[src/rtl/dwr_pkg.sv]
package dwr_pkg;
  typedef enum logic [1:0] {
    ST_IDLE  = 2'd0,
    ST_ISSUE = 2'd1,
    ST_HELD  = 2'd2
  } slot_st_e;

  localparam logic [1:0] CMD_IOWR  = 2'b01;
  localparam logic [1:0] CMD_CFGL  = 2'b10;
  localparam logic [1:0] CMD_CFGF  = 2'b11;
  localparam logic [1:0] STAT_OK   = 2'b00;

  typedef struct packed {
    logic       valid;
    logic       retry;
    logic       accept;
    logic [1:0] status;
  } rsp_t;
endpackage

[src/rtl/dwr_match.sv]
module dwr_match #(
  parameter int AW = 32,
  parameter int DW = 32,
  localparam int BW = DW / 8
) (
  input  logic [1:0]    held_cmd,
  input  logic [AW-1:0] held_addr,
  input  logic [DW-1:0] held_data,
  input  logic [BW-1:0] held_be,
  input  logic [1:0]    in_cmd,
  input  logic [AW-1:0] in_addr,
  input  logic [DW-1:0] in_data,
  input  logic [BW-1:0] in_be,
  output logic          same
);
  always_comb begin
    same = (held_cmd == in_cmd) && (held_addr == in_addr) &&
           (held_data == in_data) && (held_be == in_be);
  end
endmodule

[src/rtl/dwr_entry.sv]
module dwr_entry #(
  parameter int AW = 32,
  parameter int DW = 32,
  localparam int BW = DW / 8
) (
  input  logic          clk,
  input  logic          load,
  input  logic [1:0]    in_cmd,
  input  logic [AW-1:0] in_addr,
  input  logic [DW-1:0] in_data,
  input  logic [BW-1:0] in_be,
  output logic [1:0]    q_cmd,
  output logic [AW-1:0] q_addr,
  output logic [DW-1:0] q_data,
  output logic [BW-1:0] q_be
);
  logic [1:0]    cmd_d;
  logic [AW-1:0] addr_d;
  logic [DW-1:0] data_d;
  logic [BW-1:0] be_d;

  always_comb begin
    cmd_d  = load ? in_cmd  : q_cmd;
    addr_d = load ? in_addr : q_addr;
    data_d = load ? in_data : q_data;
    be_d   = load ? in_be   : q_be;
  end

  always_ff @(posedge clk) begin
    q_cmd  <= cmd_d;
    q_addr <= addr_d;
    q_data <= data_d;
    q_be   <= be_d;
  end
endmodule

[src/rtl/dwr_discard_timer.sv]
module dwr_discard_timer #(
  parameter int LIMIT = 1024,
  localparam int CW = $clog2(LIMIT + 1)
) (
  input  logic clk,
  input  logic rst_n,
  input  logic run,
  output logic expire
);
  logic [CW-1:0] cnt_q;
  logic [CW-1:0] cnt_d;

  always_comb begin
    cnt_d  = run ? cnt_q + CW'(1) : '0;
    expire = run && (cnt_q == CW'(LIMIT - 1));
  end

  always_ff @(posedge clk or negedge rst_n) begin
    if (!rst_n) cnt_q <= '0;
    else        cnt_q <= cnt_d;
  end
endmodule

[src/rtl/dwr_tracker.sv]
module dwr_tracker
  import dwr_pkg::*;
#(
  parameter int AW = 32,
  parameter int DW = 32,
  parameter int DISCARD_CYCLES = 1024,
  localparam int BW = DW / 8
) (
  input  logic          clk,
  input  logic          rst_n,
  input  logic          org_valid,
  input  logic          org_near,
  input  logic [1:0]    org_cmd,
  input  logic [AW-1:0] org_addr,
  input  logic [DW-1:0] org_data,
  input  logic [BW-1:0] org_be,
  output logic          rsp_valid,
  output logic          rsp_retry,
  output logic          rsp_accept,
  output logic [1:0]    rsp_status,
  output logic          dst_req,
  output logic [1:0]    dst_cmd,
  output logic [AW-1:0] dst_addr,
  output logic [DW-1:0] dst_data,
  output logic [BW-1:0] dst_be,
  input  logic          dst_done,
  input  logic [1:0]    dst_status,
  output logic          cfg_we,
  output logic [AW-1:0] cfg_addr,
  output logic [DW-1:0] cfg_data,
  output logic [BW-1:0] cfg_be
);
  slot_st_e   st_q, st_d;
  logic       self_hit, queued, load, take, same, expire, cap_stat;
  logic [1:0] stat_q, stat_d;
  rsp_t       rsp_q, rsp_d;
  logic       cfg_we_d;
  logic [AW-1:0] cfg_addr_d;
  logic [DW-1:0] cfg_data_d;
  logic [BW-1:0] cfg_be_d;

  always_comb begin
    self_hit = org_valid && org_near && (org_cmd == CMD_CFGL);
    queued   = org_valid && !self_hit;
    load     = queued && (st_q == ST_IDLE);
    take     = queued && (st_q == ST_HELD) && same;
    cap_stat = (st_q == ST_ISSUE) && dst_done;
  end

  dwr_entry #(.AW(AW), .DW(DW)) u_entry (
    .clk(clk), .load(load),
    .in_cmd(org_cmd), .in_addr(org_addr), .in_data(org_data), .in_be(org_be),
    .q_cmd(dst_cmd), .q_addr(dst_addr), .q_data(dst_data), .q_be(dst_be)
  );

  dwr_match #(.AW(AW), .DW(DW)) u_match (
    .held_cmd(dst_cmd), .held_addr(dst_addr), .held_data(dst_data), .held_be(dst_be),
    .in_cmd(org_cmd), .in_addr(org_addr), .in_data(org_data), .in_be(org_be),
    .same(same)
  );

  dwr_discard_timer #(.LIMIT(DISCARD_CYCLES)) u_timer (
    .clk(clk), .rst_n(rst_n), .run(st_q == ST_HELD), .expire(expire)
  );

  always_comb begin
    st_d = st_q;
    unique case (st_q)
      ST_IDLE:  if (load) st_d = ST_ISSUE;
      ST_ISSUE: if (dst_done) st_d = ST_HELD;
      ST_HELD:  if (take || expire) st_d = ST_IDLE;
      default:  st_d = ST_IDLE;
    endcase
  end

  always_comb begin
    stat_d = cap_stat ? dst_status : stat_q;
    rsp_d.valid  = org_valid;
    rsp_d.accept = self_hit || take;
    rsp_d.retry  = queued && !take;
    rsp_d.status = take ? stat_q : STAT_OK;
    cfg_we_d   = self_hit;
    cfg_addr_d = self_hit ? org_addr : cfg_addr;
    cfg_data_d = self_hit ? org_data : cfg_data;
    cfg_be_d   = self_hit ? org_be   : cfg_be;
  end

  always_ff @(posedge clk or negedge rst_n) begin
    if (!rst_n) begin
      st_q   <= ST_IDLE;
      stat_q <= STAT_OK;
      rsp_q  <= '0;
      cfg_we <= 1'b0;
    end else begin
      st_q   <= st_d;
      stat_q <= stat_d;
      rsp_q  <= rsp_d;
      cfg_we <= cfg_we_d;
    end
  end

  always_ff @(posedge clk) begin
    cfg_addr <= cfg_addr_d;
    cfg_data <= cfg_data_d;
    cfg_be   <= cfg_be_d;
  end

  always_comb begin
    dst_req    = (st_q == ST_ISSUE);
    rsp_valid  = rsp_q.valid;
    rsp_retry  = rsp_q.retry;
    rsp_accept = rsp_q.accept;
    rsp_status = rsp_q.status;
  end
endmodule

[config.mk]
export PLATFORM = sky130hd
export DESIGN_NAME = dwr_tracker
export DESIGN_NICKNAME = d
export VERILOG_FILES = /design/src/rtl/dwr_pkg.sv /design/src/rtl/dwr_match.sv /design/src/rtl/dwr_entry.sv /design/src/rtl/dwr_discard_timer.sv /design/src/rtl/dwr_tracker.sv
export SDC_FILE = /design/constraint.sdc
export NUM_CORES = 1
export LEC_CHECK = 0
export BUFFER_PORTS_ARGS = -buffer_cell sky130_fd_sc_hd__buf_2
export CAP_MARGIN = 25
export CELL_PAD_IN_SITES_DETAIL_PLACEMENT = 1
export CELL_PAD_IN_SITES_GLOBAL_PLACEMENT = 2
export CORE_ASPECT_RATIO = 1.4
export CORE_UTILIZATION = 35
export CTS_CLUSTER_DIAMETER = 60
export DETAILED_ROUTE_END_ITERATION = 8
export PLACE_DENSITY_LB_ADDON = 0.12
export SETUP_SLACK_MARGIN = 0.05
export SYNTH_ARGS = -nofsm -noshare
export SYNTH_HDL_FRONTEND = slang
export SYNTH_SLANG_ARGS = --single-unit
[constraint.sdc]
create_clock -name clk -period 16.3 [get_ports clk]
set_input_delay 1.63 -clock clk [delete_from_list [all_inputs] [get_ports clk]]
set_output_delay 1.63 -clock clk [all_outputs]
set_load 0.02 [all_outputs]
## Yosys cells after proc, flatten, opt, wreduce, memory -nomap -nowiden

Cells that the tools add are included.

- Memories kept: 0
- Output and inout bits: 145
- Bits in latches: 0
- Bits in writable memories: 0
- ROM bits: 0
- Logic and storage cells: 51
- Bits in registers: 159

- Add/sub/neg operators: 1
- Reductions and logical operators: 18
- Multipliers: 0
- Bitwise operators: 0
- Order comparisons: 0
- Div/mod/pow operators: 0
- Shift operators: 0
- Eq/ne operators: 11
- Mux-type cells: 6

Operator list:

| operator | number |
|---|---|
| $eq A32 B32 Y1 | 2 |
| $logic_and A1 B1 Y1 | 12 |
| $add A11 B1 Y11 const B | 1 |
| $eq A11 B10 Y1 const B | 1 |
| $mux W11 | 1 |
| $mux W2 | 4 |
| $pmux W2 S3 | 1 |
| $eq A2 B2 Y1 const B | 2 |
| $eq A4 B4 Y1 | 1 |
| $ne A2 B1 Y1 const B | 2 |
| $reduce_and A3 Y1 | 1 |
| $eq A2 B1 Y1 const B | 1 |
| $eq A2 B2 Y1 | 1 |
| $logic_not A1 Y1 | 2 |
| $logic_not A2 Y1 | 1 |
| $logic_or A1 B1 Y1 | 2 |
| $ne A2 B2 Y1 const B | 1 |

## Longest topological paths before layout

Gate-level depths: netlist of run 1.

- Word-level depth: 9
- Mapped depth: 6
- Gate-level depth less buffers: 6

## By module

A second synthesis of run 1 with hierarchy kept.

- Cells, all modules: 312
- Area total of the unflattened synthesis: 5816.8 sq um

By module, submodules not included:

| module | area each (sq um) | cells each | times used |
|---|---|---|---|
| dwr_tracker | 2429.8 | 98 | 1 |
| dwr_entry | 2102.0 | 70 | 1 |
| dwr_match | 764.5 | 94 | 1 |
| dwr_discard_timer | 520.5 | 50 | 1 |

## Least setup slack after synthesis of run 1

No wires, ideal clock.

- Path kind: input to register
- Start: input port org_cmd[0]
- End: register u_entry.q_addr[0], enable pin
- Cell stages on the path: 3
- Buffers on the path: 0
- Path slack: 9076 ps
- Arrival time: 6636 ps
- Library setup time: 587 ps
- Cells stage by stage: nand3b_1 > nand2_1 > nor3_1

- Longest elaborated chain between the ends: 5

RTL lines:

| what | RTL line | text |
|---|---|---|
| from (decl) | dwr_tracker.sv:13 | `input logic [1:0] org_cmd,` |
| $eq A2 B2 Y1 | dwr_tracker.sv:43 | `self_hit = org_valid && org_near && (org_cmd == CMD_CFGL);` |
| $logic_and A1 B1 Y1 | dwr_tracker.sv:43 |  |
| $logic_not A1 Y1 | dwr_tracker.sv:44 | `queued = org_valid && !self_hit;` |
| $logic_and A1 B1 Y1 | dwr_tracker.sv:44 |  |
| $logic_and A1 B1 Y1 | dwr_tracker.sv:45 | `load = queued && (st_q == ST_IDLE);` |
| net load | dwr_tracker.sv:34 | `logic self_hit, queued, load, take, same, expire, cap_stat;` |
| to (signal assigned) | dwr_entry.sv:31 | `q_addr <= addr_d;` |
| to (decl) | dwr_entry.sv:13 | `output logic [AW-1:0] q_addr,` |

The timed path passes the listed nets, and every way through them passes these cells.
A chain may end at the register's enable or synchronous reset.

## Worst setup path after layout of run 1

- Start: input port org_addr[4]
- End: register st_q[1]

- Longest elaborated chain between the ends: 8

RTL lines:

| what | RTL line | text |
|---|---|---|
| from (decl) | dwr_tracker.sv:14 | `input logic [AW-1:0] org_addr,` |
| $eq A32 B32 Y1 | dwr_match.sv:17 | `same = (held_cmd == in_cmd) && (held_addr == in_addr) &&` |
| $logic_and A1 B1 Y1 (2 in a row) | dwr_match.sv:17 |  |
| $logic_and A1 B1 Y1 | dwr_match.sv:18 | `(held_data == in_data) && (held_be == in_be);` |
| $logic_and A1 B1 Y1 | dwr_tracker.sv:46 | `take = queued && (st_q == ST_HELD) && same;` |
| $logic_or A1 B1 Y1 | dwr_tracker.sv:71 | `ST_HELD: if (take \|\| expire) st_d = ST_IDLE;` |
| $ne A2 B2 Y1 (no source line) | n/a |  |
| $reduce_and A3 Y1 (no source line) | n/a |  |
| to (signal assigned) | dwr_tracker.sv:95 | `st_q <= st_d;` |
| to (decl) | dwr_tracker.sv:33 | `slot_st_e st_q, st_d;` |

No other way between the ends.

==> impl_results.md, run 1 <==
* Outcome: complete, no violations
* Synth Cell Area at between 5000 and 6000 sq um
* R2R setup slack at around 14 ns
* Number of flops mapped to enable cells by yosys at 138
* Antenna Nets Post-Route at 0
* Cell variety after synth at 31
* Arrival @ worst endpoint at ~3.4 ns
* CTS Buf Count at 17
* Ys async rst share at 0.132
* Switching pwr at between 200 and 300 uW
* NumNets Final at 644
* Pleak at 0.00310 uW
* Num ports at between 200 and 250
* Internal at 781 uW
* Combinational Power Share at 0.165
* Crit Path Max Fanout at 5
* Top post-synthesis cells by count: edfxtp_1, xnor2_1, dfrtp_1
* Share of cells above drive strength 1 at 0.446
* Max Freq at ~320 MHz
* Max transition margin at 0.325
* Die height at roughly 150 um
* Final setup viols at 0
* Worst Hold End: rsp_status[0]
* Fin cells at just under 800
* Count leader, synth: edfxtp_1
* Skew-Pair Late Insertion Delay at 0.41 ns
* Clock Skews at about 0.0070 ns
* Clock tree buffer depth at 2
* Root Buffer: clkbuf_16
* Seq cells post-synth at approximately 160
* H-tree depth at 4
* Max-cap check violation count at 0
* Slew Limit Fails at 0
* Hold_buf cts at 0
* Synth top area cells: edfxtp_1, dfrtp_1, xnor2_1, xor2_1, nand4_1
* Vias per inst at roughly 4.7
* Yosys warns at 0
* CTS tree: yes
* Sequential area share after synthesis at 0.806
* Post-Synthesis Cells at roughly 320
* Min Hold Slack at 0.489 ns
* Worst path slowest cell: nor4_2
* # Post-CTS Setup Buffers at 0
* Final GP Congestion at 0.752
* # resized after CTS at 0
* R2R cell count at 5
* Final hold violation count at 0
* Die W at around 110 um
* Area of the core at between 15,000 and 20,000 sq um
* Worst-Margin Slew at ~1.0 ns
* Cell count after placement at about 750
* WL/cell at roughly 19 um
* Crit-path cells: buf_2 > xnor2_1 > o221ai_1 > nor4_1 > nand4_1 > nor4_2 > o31ai_1
* Largest net degree at the start of global routing at between 70 and 80
* Vias in the first global route at 3,946
* Vias after detailed routing at between 3k and 4k
* Setup_tns at 0 ns
* Crit path time final at slightly above 3 ns
* Most used DFF post-synth: edfxtp_1
* Synth Area per Inst at roughly 18 sq um
* Crit path max-delay family: simple AND/OR/NAND/NOR gates
* Critical Path Sink Type: flop
* All-Layer GR Usage at 0.173
* Diode count at 0
* Crit path required time at roughly 17 ns
* First-pass GRT wire length at roughly 22,000 um
* Port Buffer Count at 221
* Worst path bufs/invs at 1
* Reg-to-Reg End: st_q[1]
* Reg power frac at 0.487
* Post-synth top area share at 0.715
* Post-synth top area cell: edfxtp_1
* P per Cell Area at approximately 140 nW/um^2
* Initial antenna violation count at 0
* VDD IR-drop max at just over 70 uV
* Worst r2r src: st_q[0]
* Hold Crit Start: stat_q[0]
* Sw frac at 0.275
* RSZ-0062 raised after global routing: false
* Sink Count at between 150 and 200
* Post-DP HPWL at between 10,000 and 15,000 um
* Critical Path Max Stage Delay at about 0.55 ns
* Remaining Overflow, GRT at 0
* First-iteration detailed-routing DRC count at roughly 110
* Synthesized net count at approximately 400
* HP Class: reg2reg
* Clock power share at 0.348
* Hold Path Depth at 1
* Layout area overhead at 33.5%
* Setup CP Type: in2reg
* Fillers at between 1.5k and 2k
* Number of remaining DRC errors at 0
* Site row count at 55
* DIE AREA at 17,100 sq um
* Initial core utilization at 0.358
* Worst-path clk slew at ~0.06 ns
* Total Wirelength at about 14,000 um
* First-pass iteration count of the detailed router at 4
* Final period utilization at 0.191
* Startpoint types: input pin
power groups by stage:
stage	logic, uW	registers (uW)	clock network, uW
final	178	524	375
after global routing	193	530	402
after CTS	184	525	387
after detailed placement	183	533	0
after global placement	182	531	0
after floorplan	59.7	581	0
how the worst max path moves through the flow:
stage / startpoint / to / slack (ns) / depth (start not counted)
after CTS: org_cmd[1] / rsp_accept / 13.10 / 7
after global placement: org_cmd[1] / st_q[1] / 12.70 / 7
after global routing: org_addr[1] / st_q[1] / 12.97 / 7
after floorplan: org_cmd[0] / u_entry.q_addr[0] / 9.08 / 3
final: org_addr[4] / st_q[1] / 13.19 / 7
after detailed placement: org_cmd[1] / st_q[1] / 12.66 / 7
worst reg2reg max path: cells and delay by family, from the launching register on:
family | cells | cell delay [ns]
and+or+nand+nor | 3 | 0.97
DFF | 1 | 0.39
AOI/OAI and AO/OA | 2 | 0.73
state kept, by name (all words and copies together), names as in the netlist:
signal          count
cfg_addr           32
cfg_data           32
u_entry.q_addr     32
u_entry.q_data     32
u_timer.cnt_q      11
cfg_be              4
u_entry.q_be        4
rsp_status          2
st_q                2
stat_q              2
u_entry.q_cmd       2
cfg_we              1
rsp_accept          1
rsp_retry           1
rsp_valid           1
per-stage QoR:
step           utilization  power, uW  setup WS (ns)  instance area [sq um]
3_5_place_dp         0.444        716          12.66                   7180
5_1_grt              0.478       1120          12.97                   7730
2_1_floorplan            -        641           9.08                   5800
6_report             0.478       1080          13.19                   7730
4_1_cts              0.478       1100          13.10                   7730
3_3_place_gp         0.444        712          12.70                   7180
per-layer routing:
metal,track usage,vias to the layer above,share of wire
li1,-,1692,-
met1,0.183,1803,0.37
met2,0.314,119,0.55
met3,0.0596,14,0.063
met4,0.0648,0,0.013
met5,0,-,0
placed cells by master, fill, tap and decap left out, types with 7 or more instances in the layout:
cell	synthesis	routed
buf_2	0	221
edfxtp_1	138	138
xnor2_1	44	44
dfrtp_1	21	21
xor2_1	18	18
inv_1	18	18
clkbuf_16	0	17
nor2_1	16	15
nand4_1	13	13
nor4_1	8	8
nand3_1	7	7
cells by family after synthesis:
family,synth area share
AOI/OAI and AO/OA,0.0233
xor gates and xnor gates,0.0937
and+or+nand+nor,0.0589
muxes,0.00389
buffers and inverters,0.0123
adders and majority gates,0.00216
DFF,0.806
cell type report:
| type | count | area (sq um) | area share |
|---|---|---|---|
| Sequential cell | 159 | 4670 | 0.604 |
| Timing Repair Buffer | 224 | 1130 | 0.146 |
| Multi-Input combinational cell | 146 | 1070 | 0.138 |
| Clock buffer | 18 | 429 | 0.0555 |
| Tap cell | 199 | 249 | 0.0322 |
| Clock inverter | 13 | 124 | 0.0160 |
| Inverter | 18 | 67.6 | 0.00874 |
Note: power is estimated with default switching activity, not from simulation.
==> inputs of run 2 (changes only) <==
Settings changed: ABC_AREA from default to 1, CORE_UTILIZATION 35 to 30.
Clock period 16.3 ns to 2.97 ns, I/O delays scaled along.
==> impl_results.md, run 2 <==
* Synth top area cells: edfxtp_1, nand2_1, dfrtp_1, inv_1, nor2_1
* R2R cell count at 8 (+3)
* Slew Limit Fails at 0 (unchanged)
* Arrival @ worst endpoint at 2.01 ns (-1.37 ns)
* Skew-Pair Late Insertion Delay at 0.43 ns (+0.02 ns)
* Reg-to-Reg End: st_q[1]
* P per Cell Area at 728 nW/um^2 (+420%)
* Post-Synthesis Cells at 701 (+120%)
* Fin cells at 1,258 (+62%)
* Clock Skews at 0.00731 ns (+0.000357 ns)
* VDD IR-drop max at 401 uV (+470%)
* NumNets Final at 1,022 (+59%)
* Count leader, synth: nand2_1
* Final GP Congestion at 0.741 (-1.5%)
* Post-synth top area cell: edfxtp_1
* First-iteration detailed-routing DRC count at 189 (+75%)
* Port Buffer Count at 221 (unchanged)
* Cell count after placement at 1,225 (+64%)
* Startpoint types: flop
* Die W at 130 um (+18%)
* Outcome: complete, no violations
* Crit Path Max Fanout at 2 (-3)
* Crit path required time at 3.29 ns (-13.29 ns)
* Core Util, Final at 0.402 (-0.0766)
* Largest family of logic cells by synthesized area: simple AND/OR/NAND/NOR gates
* First-pass GRT wire length at 31,900 um (+45%)
* Most common cell after layout, fill and taps aside: nand2_1
* Seq cells post-synth at 159 (unchanged)
* Pleak at 0.00441 uW (+42%)
* Worst r2r src: u_entry.q_addr[30]
* Num ports at 222 (unchanged)
* Worst Setup SP: u_entry.q_addr[30]
* Multiplexer share of the synthesized area at 0 (-0.00389)
* # Post-CTS Setup Buffers at 0 (unchanged)
* Sink Count at 159 (unchanged)
* Critical Path Sink Type: flop
* WL/cell at 16.8 um (-9.2%)
* Min Hold Slack at 0.0330 ns (-0.456 ns)
* Simple-gate share of the synthesized area at 0.229 (+0.170)
* Max transition margin at 0.559 (+0.234)
* Vias in the first global route at 5,639 (+43%)
* Number of remaining DRC errors at 0 (unchanged)
* Total Wirelength at 21,200 um (+47%)
* Synth Area per Inst at 9.87 sq um (-45%)
* Setup_tns at 0 ns (unchanged)
* Final setup viols at 0 (unchanged)
* Vias after detailed routing at 5,375 (+48%)
* Crit path time final at 1.69 ns
* Area of the core at 22,600 sq um (+40%)
* Final period utilization at 0.568
* Diode count at 0 (unchanged)
* Initial antenna violation count at 1 (+1)
* Max-cap check violation count at 0 (unchanged)
* Site row count at 65 (+18%)
* Post-synth top area share at 0.599 (-0.116)
* Remaining Overflow, GRT at 0 (unchanged)
* Commonest non-fill, non-tap cells in the layout: nand2_1, buf_2, edfxtp_1
* Setup CP Type: reg2reg
* Multi-input logic area at 1750 sq um (+64%)
* Die height at 182 um (+18%)
* R2R setup slack at 1.28 ns (-12.79 ns)
* Synthesized net count at 779 (+94%)
* H-tree depth at 4 (unchanged)
* Last element of the critical path: st_q[1]
* Share of cells above drive strength 1 at 0.286 (-0.160)
* CTS tree: yes
* Largest net degree at the start of global routing at 52 (-27%)
* Number of flops mapped to enable cells by yosys at 138 (unchanged)
* Synth Area in Adders at 0.00181 (-0.000350)
* Worst-Margin Slew at 0.662 ns (-0.351 ns)
* DIE AREA at 23,700 sq um (+39%)
* Final hold violation count at 0 (unchanged)
* Antenna Nets Post-Route at 0 (unchanged)
* Synth Cell Area at 6920 sq um (+19%)
* Hold_buf cts at 1 (+1)
* Top post-synthesis cells by count: nand2_1, edfxtp_1, inv_1
* HP Class: in2reg
* Yosys warns at 0 (unchanged)
* FF/Latch Area at 4670 sq um (unchanged)
* Clock tree buffer depth at 2 (unchanged)
* Most used DFF post-synth: edfxtp_1
* RSZ-0062 raised after global routing: false
* # resized after CTS at 0 (unchanged)
* Max Freq at just under 600 MHz
* Cell variety after synth at 31 (unchanged)
* Root Buffer: clkbuf_16
* Synth Area in XOR/XNOR at 0.0114 (-0.0823)
* Layout area overhead at 31.3%
* Post-DP HPWL at 17,000 um (+60%)
* Complex-gate fraction of the synthesized area at 0.00977 (-0.0135)
* Initial core utilization at 0.306 (-0.0525)
* Vias per inst at 4.27 (-8.5%)
* Ys async rst share at 0.132 (unchanged)
* All-Layer GR Usage at 0.187 (+0.0146)
* Worst-path clk slew at 0.07 ns (about the same)
* Sequential area share after synthesis at 0.675 (-0.130)
* Fillers at 2,717 (+63%)
* CTS Buf Count at 17 (unchanged)
* First-pass iteration count of the detailed router at 4 (unchanged)
run 2: cell types whose count changed after synthesis, sizes merged, moves of 5 or more:
cell | before | now
nand2 | 4 | 245
nor3 | 1 | 7
or2 | 1 | 7
xnor2 | 44 | 7
nand3 | 7 | 12
inv | 18 | 133
xor2 | 18 | 2
nor4 | 9 | 1
nor2 | 16 | 96
run 2: worst min path at each step:
stage                     startpoint  cells after the start  slack [ns]        end
after global placement         rst_n                      1        0.31     cfg_we
after global routing       org_valid                      1        0.02  rsp_valid
after detailed placement       rst_n                      1        0.31     cfg_we
after floorplan                rst_n                      0       0.001     cfg_we
after CTS                  org_valid                      1        0.01  rsp_valid
final                      org_valid                      1        0.03  rsp_valid
run 2: layout make-up:
type | instances | share of cell area
Inverter | 133 | 0.0551
Sequential cell | 159 | 0.514
Clock inverter | 14 | 0.0201
Timing Repair Buffer | 225 | 0.128
Multi-Input combinational cell | 408 | 0.193
Tap cell | 301 | 0.0415
Clock buffer | 18 | 0.0484
run 2: through the flow:
step / cell area [sq um] / setup WS (ns) / total power, uW
6_report: 9080 / 1.28 / 6610
5_1_grt: 9080 / 1.04 / 6940
4_1_cts: 9080 / 1.20 / 6730
3_5_place_dp: 8450 / 1.09 / 4400
3_3_place_gp: 8450 / 1.13 / 4380
2_1_floorplan: 6920 / 0.729 / 3760
run 2: power by group:
group          switching, uW  internal [uW]  leakage, uW  total, uW
Combinational            995            405      0.00257       1400
Clock                    953           1360     0.000288       2310
Sequential               144           2750      0.00155       2900
Total                   2090           4520      0.00441       6610
run 2: cell families after synthesis:
logic type | Yosys count
AOI/OAI and AO/OA | 12
xor gates and xnor gates | 9
adders and majority gates | 1
buffers and inverters | 134
DFF | 159
and+or+nand+nor | 386
run 2: per-layer routing:
metal	track usage	routed length, um	vias up
li1	-	-	2683
met1	0.215	8750	2543
met2	0.338	11300	131
met3	0.0454	914	16
met4	0.0530	221	2
met5	0	8	-
run 2: worst max-delay path, stage by stage, from the launching register on:
cell and delay [ns]:
edfxtp_1 0.40, xnor2_1 0.35, nand3_1 0.13, nor2_1 0.16
nand2_1 0.09, nor2_1 0.20, nand3_2 0.13, nand2_1 0.08
nand2_1 0.04
==> inputs of run 3 (changes only) <==
Settings changed: CORE_UTILIZATION 30 to 27.
Clock period 2.97 ns to 1.45 ns, I/O delays scaled along.
==> impl_results.md, run 3 (synthesis results as in run 2) <==
* Antenna Nets Post-Route at 0 (unchanged)
* Total Wirelength at 25,000 um (+18%)
* Vias in the first global route at 6,371 (+13%)
* Max transition margin at 0.649 (+0.0899)
* Clock Skews at 0.00667 ns (-0.000639 ns)
* Num ports at 222 (unchanged)
* Place WS at -0.221 ns (-1.31 ns)
* Arrival @ worst endpoint at 1.70 ns (-0.31 ns)
* RSZ-0062 raised after global routing: true
* Initial core utilization at 0.277 (-0.0285)
* Final hold violation count at 0 (unchanged)
* Initial antenna violation count at 0 (-1)
* Worst r2r src: st_q[1]
* Vias after detailed routing at 6,063 (+13%)
* Final setup viols at 64 (+64)
* First-iteration detailed-routing DRC count at 191 (+1.1%)
* Max Freq at 647 MHz (+9.1%)
* Diode count at 0 (unchanged)
* Hold Crit Start: org_data[17]
* Critical Path Sink Type: flop
* Startpoint types: flop
* Slew Limit Fails at 0 (unchanged)
* Remaining Overflow, GRT at 0 (unchanged)
* FF/Latch Area at 4670 sq um (unchanged)
* Cell count after placement at 1,312 (+7.1%)
* WL/cell at 17.3 um (+2.8%)
* Reg-to-Reg End: u_entry.q_data[21]
* First-pass iteration count of the detailed router at 4 (unchanged)
* All-Layer GR Usage at 0.192 (+0.00479)
* Crit path time final at 1.55 ns (-0.140 ns)
* Outcome: finished, violations left
* Area of the core at 24,900 sq um (+10%)
* Final period utilization at 1.07 (+0.498)
* Commonest non-fill, non-tap cells in the layout: nand2_1, buf_2, edfxtp_1
* Clock tree buffer depth at 2 (unchanged)
* Layout area overhead at 60.4%
* Crit Path Max Fanout at 5 (+3)
* Share of cells above drive strength 1 at 0.387 (+0.101)
* Worst-path clk slew at 0.06 ns (about the same)
* Setup CP Type: reg2reg
* Post-DP HPWL at 17,900 um (+5.6%)
* Final GP Congestion at 0.730 (-1.4%)
* H-tree depth at 4 (unchanged)
* VDD IR-drop max at 829 uV (+110%)
* Crit path required time at 1.60 ns (-1.69 ns)
* Skew-Pair Late Insertion Delay at 0.44 ns (about the same)
* Worst Hold End: cfg_data[17]
* Root Buffer: clkbuf_16
* CTS tree: yes
* Fillers at 2,878 (+5.9%)
* Die W at 137 um (+5.3%)
* Fin cells at 1,443 (+15%)
* DIE AREA at 26,300 sq um (+11%)
* Die height at 191 um (+5.4%)
* HP Class: in2reg
* Number of remaining DRC errors at 0 (unchanged)
* Max-cap check violation count at 0 (unchanged)
* First-pass GRT wire length at 36,200 um (+13%)
* Vias per inst at 4.20 (-1.7%)
* P per Cell Area at 1340 nW/um^2 (+85%)
* Largest net degree at the start of global routing at 38 (-27%)
* R2R cell count at 5 (-3)
* CTS Buf Count at 17 (unchanged)
* Pleak at 0.00531 uW (+20%)
* Site row count at 68 (+4.6%)
* Hold Path Depth at 2 (+1)
* Multi-input logic area at 2000 sq um (+14%)
* Worst-Margin Slew at 0.527 ns (-0.135 ns)
* Final std cell area, no fill at 11,100 sq um (+22%)
* Placed Area at 9070 sq um (+7.3%)
* Port Buffer Count at 221 (unchanged)
* Setup WS post-layout at -0.0956 ns (-1.38 ns)
* Sink Count at 159 (unchanged)
* Total power draw at 14,900 uW (+130%)
* Worst Setup SP: st_q[1]
* Violated checks: negative setup slack
* R2R setup slack at -0.1 ns (-1.38 ns)
* NumNets Final at 1,193 (+17%)
-- run 3: critical path, stage by stage, from the launching register on --
cell	delay (ns)
dfrtp_1	0.40
or2_4	0.27
nor2_4	0.15
buf_6	0.17
buf_6	0.12
clkbuf_16	0.14
-- run 3: power by group --
group	switching, uW	internal (uW)
clock network	1870	2500
registers	322	5640
logic	2530	2060
total	4720	10200
-- run 3: repair_timing --
item,4_1_cts,5_1_grt
endpoints found under the hold margin,155,0
gates cloned,2,10
setup endpoints to repair,54,89
gates resized for setup,55,67
pin swaps,16,25
setup buffers,13,15
hold buffers,71,0
-- run 3: worst max-delay path by stage --
stage,cells after the start,slack (ns),endpoint
floorplan,2,-0.62,u_entry.q_addr[0]
global placement,9,-0.21,rsp_status[0]
detailed placement,11,-0.22,rsp_status[0]
CTS,11,-0.06,st_q[1]
global route,9,-0.23,rsp_status[0]
finish,5,-0.1,u_entry.q_data[21]
-- run 3: final cells by class --
type	instances	area share
clock inverter	13	0.0111
sequential	159	0.421
inverter	133	0.0465
multi-input combinational	408	0.180
timing repair buffer	396	0.267
tap	315	0.0355
clock buffer	19	0.0390
-- run 3: layer usage --
| layer | GRT usage | part of all wire | routed length (um) | vias up |
|---|---|---|---|---|
| met2 | 0.359 | 0.54 | 13600 | 138 |
| met1 | 0.213 | 0.40 | 10100 | 2867 |
| li1 | - | - | - | 3042 |
| met4 | 0.0482 | 0.0097 | 242 | 0 |
| met5 | 0 | 0 | 0 | - |
| met3 | 0.0472 | 0.042 | 1050 | 16 |
-- run 3: stage by stage --
| stage | TNS (ns) | hold WS (ns) | utilization |
|---|---|---|---|
| finish | -4.47 | 0.0187 | 0.445 |
| global route | -6.67 | 0.00358 | 0.445 |
| floorplan | -56.00 | -0.151 | - |
| CTS | -0.631 | 0.00149 | 0.428 |
| detailed placement | -1.05 | 0.157 | 0.364 |
| global placement | -1.06 | 0.156 | 0.364 |
